### src/rtl/spi_regen_pkg.sv
package spi_regen_pkg;
  localparam int FRM_BITS  = 4;
  localparam int FRM_CNT_W = 3;
  localparam int PUSH_W    = $clog2(FRM_BITS + 1);

  typedef enum logic [1:0] {
    SH_IDLE  = 2'd0,
    SH_SETUP = 2'd1,
    SH_HIGH  = 2'd2,
    SH_LOW   = 2'd3
  } sh_state_t;
endpackage

### src/rtl/spi_frame_dec.sv
module spi_frame_dec
  import spi_regen_pkg::*;
(
  input  logic                 valid,
  input  logic                 ss,
  input  logic [FRM_CNT_W-1:0] cnt,
  input  logic [FRM_BITS-1:0]  data,
  output logic                 sel_set,
  output logic                 sel_clr,
  output logic [PUSH_W-1:0]    push_n,
  output logic [FRM_BITS-1:0]  push_bits
);
  // Payloads without a select request carry no usable data.
  always_comb begin
    sel_set   = valid && ss;
    sel_clr   = valid && !ss;
    push_bits = data;
    push_n    = '0;
    if (sel_set) begin
      if (int'(cnt) > FRM_BITS) push_n = PUSH_W'(FRM_BITS);
      else                      push_n = PUSH_W'(cnt);
    end
  end
endmodule

### src/rtl/spi_bit_queue.sv
module spi_bit_queue #(
  parameter int DEPTH  = 16,
  parameter int WR_MAX = 4,
  parameter int NW     = 3
) (
  input  logic                      clk,
  input  logic                      rst,
  input  logic [NW-1:0]             push_n,
  input  logic [WR_MAX-1:0]         push_bits,
  input  logic                      pop,
  output logic                      head,
  output logic [$clog2(DEPTH+1)-1:0] level
);
  localparam int CW = $clog2(DEPTH + 1);
  localparam int IW = $clog2(DEPTH);

  logic [DEPTH-1:0] store_q, store_d;
  logic [CW-1:0]    fill_q, fill_d;
  logic             fits;
  int               base;
  logic [IW-1:0]    idx;

  always_comb begin
    fits    = (int'(fill_q) + int'(push_n)) <= DEPTH;
    store_d = pop ? (store_q >> 1) : store_q;
    base    = int'(fill_q) - (pop ? 1 : 0);
    idx     = '0;
    for (int i = 0; i < WR_MAX; i++) begin
      if (fits && (i < int'(push_n)) && ((base + i) < DEPTH)) begin
        idx          = IW'(base + i);
        store_d[idx] = push_bits[i];
      end
    end
    fill_d = fill_q - CW'(pop) + (fits ? CW'(push_n) : CW'(0));
  end

  always_ff @(posedge clk) begin
    if (rst) begin
      store_q <= '0;
      fill_q  <= '0;
    end else begin
      store_q <= store_d;
      fill_q  <= fill_d;
    end
  end

  assign head  = store_q[0];
  assign level = fill_q;
endmodule

### src/rtl/spi_bit_shifter.sv
module spi_bit_shifter
  import spi_regen_pkg::*;
#(
  parameter int HALF_CYC = 2
) (
  input  logic clk,
  input  logic rst,
  input  logic avail,
  input  logic enable,
  input  logic head,
  output logic pop,
  output logic busy,
  output logic sclk,
  output logic mosi
);
  localparam int HW = (HALF_CYC > 1) ? $clog2(HALF_CYC) : 1;

  sh_state_t     st;
  logic [HW-1:0] hc;
  logic          hc_last;

  assign hc_last = (hc == HW'(HALF_CYC - 1));
  assign pop     = ((st == SH_IDLE) || (st == SH_LOW && hc_last)) && avail && enable;
  assign busy    = (st != SH_IDLE);

  always_ff @(posedge clk) begin
    if (rst) begin
      st   <= SH_IDLE;
      hc   <= '0;
      sclk <= 1'b0;
      mosi <= 1'b0;
    end else begin
      case (st)
        SH_IDLE: begin
          if (pop) begin
            mosi <= head;
            st   <= SH_SETUP;
          end
        end
        SH_SETUP: begin
          sclk <= 1'b1;
          hc   <= '0;
          st   <= SH_HIGH;
        end
        SH_HIGH: begin
          if (hc_last) begin
            sclk <= 1'b0;
            hc   <= '0;
            st   <= SH_LOW;
          end else begin
            hc <= hc + 1'b1;
          end
        end
        default: begin
          if (hc_last) begin
            hc <= '0;
            if (pop) begin
              mosi <= head;
              st   <= SH_SETUP;
            end else begin
              st <= SH_IDLE;
            end
          end else begin
            hc <= hc + 1'b1;
          end
        end
      endcase
    end
  end
endmodule

### src/rtl/spi_burst_regen.sv
module spi_burst_regen
  import spi_regen_pkg::*;
#(
  parameter int DEPTH    = 16,
  parameter int HALF_CYC = 2
) (
  input  logic                 clk,
  input  logic                 rst,
  input  logic                 frm_valid,
  input  logic                 frm_ss,
  input  logic [FRM_CNT_W-1:0] frm_cnt,
  input  logic [FRM_BITS-1:0]  frm_data,
  output logic                 spi_cs_n,
  output logic                 spi_sclk,
  output logic                 spi_mosi
);
  localparam int LW = $clog2(DEPTH + 1);

  logic                sel_set, sel_clr;
  logic [PUSH_W-1:0]   push_n;
  logic [FRM_BITS-1:0] push_bits;
  logic                q_head, q_pop, sh_busy;
  logic [LW-1:0]       q_level;
  logic                ss_req, cs_n_q;

  spi_frame_dec u_dec (
    .valid     (frm_valid),
    .ss        (frm_ss),
    .cnt       (frm_cnt),
    .data      (frm_data),
    .sel_set   (sel_set),
    .sel_clr   (sel_clr),
    .push_n    (push_n),
    .push_bits (push_bits)
  );

  spi_bit_queue #(.DEPTH(DEPTH), .WR_MAX(FRM_BITS), .NW(PUSH_W)) u_queue (
    .clk       (clk),
    .rst       (rst),
    .push_n    (push_n),
    .push_bits (push_bits),
    .pop       (q_pop),
    .head      (q_head),
    .level     (q_level)
  );

  spi_bit_shifter #(.HALF_CYC(HALF_CYC)) u_shift (
    .clk    (clk),
    .rst    (rst),
    .avail  (q_level != '0),
    .enable (!cs_n_q),
    .head   (q_head),
    .pop    (q_pop),
    .busy   (sh_busy),
    .sclk   (spi_sclk),
    .mosi   (spi_mosi)
  );

  // Select follows the latest request; release waits for an empty pipeline.
  always_ff @(posedge clk) begin
    if (rst) begin
      ss_req <= 1'b0;
      cs_n_q <= 1'b1;
    end else begin
      if (sel_set)      ss_req <= 1'b1;
      else if (sel_clr) ss_req <= 1'b0;

      if (cs_n_q && ss_req)
        cs_n_q <= 1'b0;
      else if (!cs_n_q && !ss_req && !sel_set && (q_level == '0) && !sh_busy)
        cs_n_q <= 1'b1;
    end
  end

  assign spi_cs_n = cs_n_q;
endmodule

### config.mk
export PLATFORM = sky130hd
export DESIGN_NAME = spi_burst_regen
export DESIGN_NICKNAME = d
export VERILOG_FILES = /design/src/rtl/spi_regen_pkg.sv /design/src/rtl/spi_frame_dec.sv /design/src/rtl/spi_bit_queue.sv /design/src/rtl/spi_bit_shifter.sv /design/src/rtl/spi_burst_regen.sv
export SDC_FILE = /design/constraint.sdc
export NUM_CORES = 1
export LEC_CHECK = 0
export BUFFER_PORTS_ARGS = -buffer_cell sky130_fd_sc_hd__buf_2
export CORE_MARGIN = 3
export CORE_UTILIZATION = 45
export CTS_CLUSTER_SIZE = 10
export DETAILED_ROUTE_END_ITERATION = 8
export GPL_TIMING_DRIVEN = 0
export HOLD_SLACK_MARGIN = 0.06
export PLACE_DENSITY = 0.61
export RECOVER_POWER = 100
export SYNTH_ARGS = -nofsm -noshare
export SYNTH_HDL_FRONTEND = slang
export SYNTH_HIERARCHICAL = 1
export SYNTH_SLANG_ARGS = --single-unit
### constraint.sdc
create_clock -name clk -period 10.35 [get_ports clk]
set_input_delay 1.035 -clock clk [delete_from_list [all_inputs] [get_ports clk]]
set_output_delay 1.035 -clock clk [all_outputs]
set_load 0.03 [all_outputs]
# --- Word-level counts from Yosys, hierarchy flattened ---
# Cells that the tools add are included.
word_totals:
  reg_bits: 28
  input_bits: 11
  output_inout_bits: 3
  elab_cells: 118
classes:
  add_sub_neg: 8
  n_lt_le_gt_ge: 18
  n_eq_ne: 5
  muxes: 37
  bitwise_logic: 1
  reduce_logical: 41
ops:
  columns: ["cell", "n"]
  rows:
  - ["32-bit by 6-bit less-than comparator with 1-bit output (second input constant)", 4]
  - ["16-bit two-way mux", 5]
  - ["32-bit by 3-bit adder with 32-bit output (second input constant)", 2]
  - ["16-bit bitwise mux", 4]
  - ["32-bit by 2-bit adder with 32-bit output (second input constant)", 1]
  - ["32-bit by 6-bit <= comparator with 1-bit output (second input constant)", 1]
  - ["6-bit by 32-bit subtractor with 32-bit output", 1]
  - ["1-bit logical AND", 22]
  - ["4-bit by 5-bit less-than comparator with 1-bit output (second input constant)", 4]
  - ["1-bit demux with 4-bit select", 4]
  - ["4-bit by 1-bit greater-or-equal comparator with 1-bit output (second input constant)", 4]
  - ["1-bit two-way mux", 14]
  - ["2-bit nonzero test", 5]
  - ["3-bit two-way mux", 3]
  - ["5-bit by 3-bit adder with 6-bit output", 1]
  - ["1-bit by 3-bit less-than comparator with 1-bit output (first input constant)", 2]
  - ["2-bit by 3-bit less-than comparator with 1-bit output (first input constant)", 2]
  - ["2-bit two-way mux", 3]
  - ["1-bit case mux with 2 select lines", 3]
  - ["2-bit case mux with 3 select lines", 1]
  - ["5-bit adder", 1]
  - ["1-bit zero test", 5]
  - ["5-bit zero test", 1]
  - ["5-bit nonzero test", 1]
  - ["14 further kinds", 16]

# --- Logic depth before layout (Yosys ltp) ---
depth:
  depth_word: 19
  ltp_mapped: 19
  depth_no_buf: 19

# --- By module ---
# The synthesis kept the hierarchy.
by_module_without_submodules:
  columns: ["mod", "n_inst", "cells_per_inst", "area_per_inst_um2", "seq_area_each_um2"]
  rows:
  - ["spi_bit_queue", 1, 356, 2771.4, 420.4]
  - ["spi_bit_shifter", 1, 42, 369.1, 100.1]
  - ["spi_burst_regen", 1, 12, 92.6, 40.0]
  - ["spi_frame_dec", 1, 9, 73.8, 0.0]

# --- Worst setup path after synthesis ---
# Ideal clock, no wire load.
synth_timing:
  kind: "in2reg"
  from: "input frm_valid"
  to: "register u_queue.fill_q[4], in the netlist u_queue/level[4]"
  setup_ns: 0.128
  t_arrival_ns: 4.182
  required_time_ns: 10.222
  slack_ns: 6.041
  stages: 19
  n_path_buf: 0
  cell_sequence: "and4b_1 > ha_1 > fa_1 > xnor2_2 > nand3_1 > o311ai_2 > nand2_1 > inv_1 > nand2_1 > ha_1 > inv_1 > ha_1 > inv_1 > fa_1 > inv_1 > a21o_1 > a21oi_1 > xnor2_1 > nor2_1"
synth_via:
  elab_chain_cells: 6
synth_rtl:
  columns: ["item", "line", "source"]
  rows:
  - ["start, declared", "spi_burst_regen.sv:9", "input logic frm_valid,"]
  - ["1-bit logical AND *", "spi_frame_dec.sv:15", "sel_set = valid && ss;"]
  - ["3-bit two-way mux *", "spi_frame_dec.sv:19", "if (sel_set) begin"]
  - ["5-bit by 3-bit adder with 6-bit output", "spi_bit_queue.sv:24", "fits = (int'(fill_q) + int'(push_n)) <= DEPTH;"]
  - ["32-bit by 6-bit <= comparator with 1-bit output", "spi_bit_queue.sv:24", null]
  - ["3-bit two-way mux *", "spi_bit_queue.sv:34", "fill_d = fill_q - CW'(pop) + (fits ? CW'(push_n) : CW'(0));"]
  - ["5-bit adder *", "spi_bit_queue.sv:34", null]
  - ["end signal, assigned", "spi_bit_queue.sv:43", "fill_q <= fill_d;"]
  - ["end, declared", "spi_bit_queue.sv:18", "logic [CW-1:0] fill_q, fill_d;"]
# Mark *: on every way between the ends. The rest lies on a longest branch, timed or not.
# A chain may end at the register's enable or synchronous reset.

# --- Worst setup path in the final report ---
layout_timing:
  from: "input frm_cnt[2]"
  to: "register u_queue.store_q[15]"
layout_via:
  elab_chain_cells: 14
  word_cells_on_any_way: 24
  classes_between: "add/sub: 1; order compare: 6; mux: 9; reduce/logical: 8"
layout_rtl:
  columns: ["item", "line", "source"]
  rows:
  - ["start, declared", "spi_burst_regen.sv:11", "input logic [FRM_CNT_W-1:0] frm_cnt,"]
  - ["3-bit > comparator *", "spi_frame_dec.sv:20", "if (int'(cnt) > FRM_BITS) push_n = PUSH_W'(FRM_BITS);"]
  - ["3-bit two-way mux *", "spi_frame_dec.sv:20", null]
  - ["3-bit two-way mux *", "spi_frame_dec.sv:19", null]
  - ["via push_n[0]", "spi_burst_regen.sv:20", "logic [PUSH_W-1:0] push_n;"]
  - ["5-bit by 3-bit adder with 6-bit output", "spi_bit_queue.sv:24", null]
  - ["32-bit by 6-bit <= comparator with 1-bit output", "spi_bit_queue.sv:24", null]
  - ["1-bit logical AND (2 in series)", "spi_bit_queue.sv:29", "if (fits && (i < int'(push_n)) && ((base + i) < DEPTH)) begin"]
  - ["16-bit two-way mux", "spi_bit_queue.sv:29", null]
  - ["16-bit bitwise mux", "spi_bit_queue.sv:31", "store_d[idx] = push_bits[i];"]
  - ["16-bit two-way mux", "spi_bit_queue.sv:29", null]
  - ["16-bit bitwise mux", "spi_bit_queue.sv:31", null]
  - ["16-bit two-way mux", "spi_bit_queue.sv:29", null]
  - ["16-bit bitwise mux", "spi_bit_queue.sv:31", null]
  - ["16-bit two-way mux *", "spi_bit_queue.sv:29", null]
  - ["end signal, assigned", "spi_bit_queue.sv:42", "store_q <= store_d;"]
  - ["end, declared", "spi_bit_queue.sv:17", "logic [DEPTH-1:0] store_q, store_d;"]
# Mark *: on every way through the listed nets, which the timed path passes. The rest lies on a longest branch.

==> reports/metrics.yaml <==
placed_design:
  hpwlAfterDp_um: 7817
  port_buffers: 9
  gp_congestion: 1.035
  place_inst: 524
  place_area_sq_mm: 0.003472
  dp_slack_ns: 5.408
worst_setup_path:
  cp_max_fo: 8
  cp.depth: 13
  cpPeakStageDelay_ns: 1.25
  path_cells: "buf_2, and4b_1, ha_1, fa_1, nor2_1, nand3_1, o311ai_0, nand3_2, nor4_1, and2_0, clkbuf_1, a221oi_1, a2111oi_2"
  critical_path.endpoint_type: "flop"
  critPathArrivalTime_ns: 5.89
  worst_ep_required_time_ns: 10.53
  path_class: "input port to flop"
  critPathBufInv: 2
  worstSetupStartpointType: "input port"
  r2r_cells: 17
  crit_slowest_cell: "nor4_1"
  crit_family: "simple AND/OR/NAND/NOR gates"
finish:
  final_util: 0.4968
  stdcell_count: 527
  nets: 468
  fill_cells: 699
  area_delta_synth_final_pct: 4.313
  num_antenna_cells: 0
  drive_above_1_share: 0.1067
  final_area_sq_mm: 0.003450
clock_tree:
  clk_pin_slew_ns: 0.10
  cts_root_buf: "clkbuf_8"
  cts.htree.levels: 1
  cts-resized-gates: 0
  clk_path_buf_depth: 2
  cts_buffers: 3
  ctsHoldBuffers: 0
  clk_latency_ns: 0.27
  cts.sinks: 28
  post_cts_buffers: 0
  cts_tree: "built"
timing:
  tns_ns: 0
  rsz0062_at_grt: "no"
  slew_violations: 1
  min_period_over_period: 0.5517
  finalCriticalPeriod_ns: 5.710
  setup_ws_ns: 4.640
  setup_viol: 0
  skew_ns: 0.002098
  fmax_ghz: 0.1751
  worst_pin_slew_ns: 1.490
  timing.hold.ws_ns: 0.4758
  slew_headroom: -0.007017
  hold_violations: 0
synth:
  synth-xor-area-share: 0.04881
  ys_ff_latch: 28
  synth-seq-area-share: 0.1695
  synthCells: 419
  synth_compound_area_frac: 0.2452
  ys_types: 76
  synth-simple-area-share: 0.2690
  syn-mean-instance-area_sq_um: 7.892
  synth_edf_count: 0
  synth_area_sq_mm: 0.003307
  async_flop_share: 0
  yosys.area_share.adder: 0.09535
  synth_top_family_by_area: "simple AND/OR/NAND/NOR gates"
  syn-num-nets: 454
  synth-main-ff-cell: "dfxtp_1"
  yosys_warnings: 6
  synthMuxAreaShare: 0.1059
drt:
  wl_um: 10190
  drc_errors: 0
  ant_nets: 0
  dr.pass1.iters: 6
  drt_iter0_drc: 349
  vias: 3333
  vias_per_cell: 6.324
  wl_per_cell_um: 19.33
global_routing:
  grt_max_degree: 16
  grt_pass1_vias: 3050
  antenna_found_initial: 0
  gr-usage-all-layers: 0.2445
  grt_pass1_wl_um: 16550
  gr-total-overflow: 0
floorplan:
  rows: 30
  io_pins: 14
  dieArea_sq_mm: 0.008413
  die_y_um: 91.73
  initial_core_util: 0.4762
  core_region_area_sq_mm: 0.006944
  die_w_um: 91.73
job:
  drv_cap: 2
pwr:
  powerDensity_mw_per_mm2: 205.1
  ir_worst_vdd_mv: 0.1182
  power.leakage_nw: 1.233
  power_uw: 707.7
outcome:
  status: "finished with violations"
  violations: "capacitance limit, slew limit"
worst_hold_path:
  hold_class: "flop to flop"
  hold_depth: 2
## cell usage in the layout (no fill, tap or decap), types with 3 or more instances in the layout
master,instances
nand4b_1,3
nor3_1,24
buf_4,4
ha_1,22
o21ai_0,4
mux2_2,8
a31oi_1,5
inv_1,22
and3_1,5
nor2_1,40
o211ai_1,5
clkbuf_8,3
nand2_1,40
nand2b_1,11
a221o_1,5
a21oi_1,20
a21o_1,4
o21a_1,4
xnor2_1,9
a32oi_1,4
mux2i_1,26
a221oi_1,12
buf_2,10
a211oi_1,4
clkbuf_1,19
dfxtp_1,28
nand3_1,12
nor2b_1,6
xnor2_2,4
a22oi_1,5
o31a_1,5
## tightest hold or removal path, stage by stage, from the launching register on
cell	delay (ns)
dfxtp_1	0.32
nand2b_1	0.06
mux2i_1	0.06
## layer usage
layer  track usage  routed length (um)
met2        0.3603                4145
met1        0.3650                4817
met4       0.06064                 267
met5             0                   0
met3       0.04348                 958
## report_power, final
part           internal (mW)  switching, mW  leakage, nW
combinational          0.160          0.336        0.984
sequential             0.128         0.0226        0.228
clock                 0.0262         0.0346       0.0216
total                  0.314          0.393         1.23
## registers in the layout, summed over array words and instances, names as in the netlist
name             count
spi_cs_n             1
ss_req               1
u_queue/level        5
u_queue/store_q     16
u_shift/hc           1
u_shift/mosi         1
u_shift/sclk         1
u_shift/st           2
## synthesized netlist by cell type, types with 8 or more instances
library cell	n	area share
a21oi_1	20	0.030
a221oi_1	12	0.032
clkbuf_1	11	0.012
dfxtp_1	28	0.17
ha_1	22	0.083
inv_1	22	0.025
mux2_2	8	0.027
mux2i_1	26	0.079
nand2_1	40	0.045
nand2b_1	11	0.021
nand3_1	12	0.018
nor2_1	40	0.045
nor3_1	24	0.036
xnor2_1	9	0.024
## final cells by class
class                   instances  area [sq um]  area share
inverters                      25         93.84     0.02720
clock buffers                   3         41.29     0.01197
flip-flops and latches         28         560.5      0.1625
plain buffers                  24         111.4     0.03228
multi-input cells             342          2482      0.7196
well taps                      96         120.1     0.03482
repair buffers                  9         40.04     0.01161
## cell families (layout without fill, tap and decap cells)
kind of cell,after synthesis,in the layout
muxes,34,34
adders and majority gates,24,24
xor gates and xnor gates,15,15
buffers and inverters,49,61
DFF,28,28
AOI/OAI and AO/OA,102,102
and+or+nand+nor,167,167
## worst paths after layout
check / startpoint / to / slack [ns]
worst max register to register: u_shift/st[0] / u_queue/store_q[15] / 4.72
worst max-delay path: frm_cnt[2] / u_queue/store_q[15] / 4.64
worst min register to register: u_queue/store_q[0] / u_shift/mosi / 0.48
worst min-delay path: u_queue/store_q[0] / u_shift/mosi / 0.48
Power figures use the tool's default switching activity.
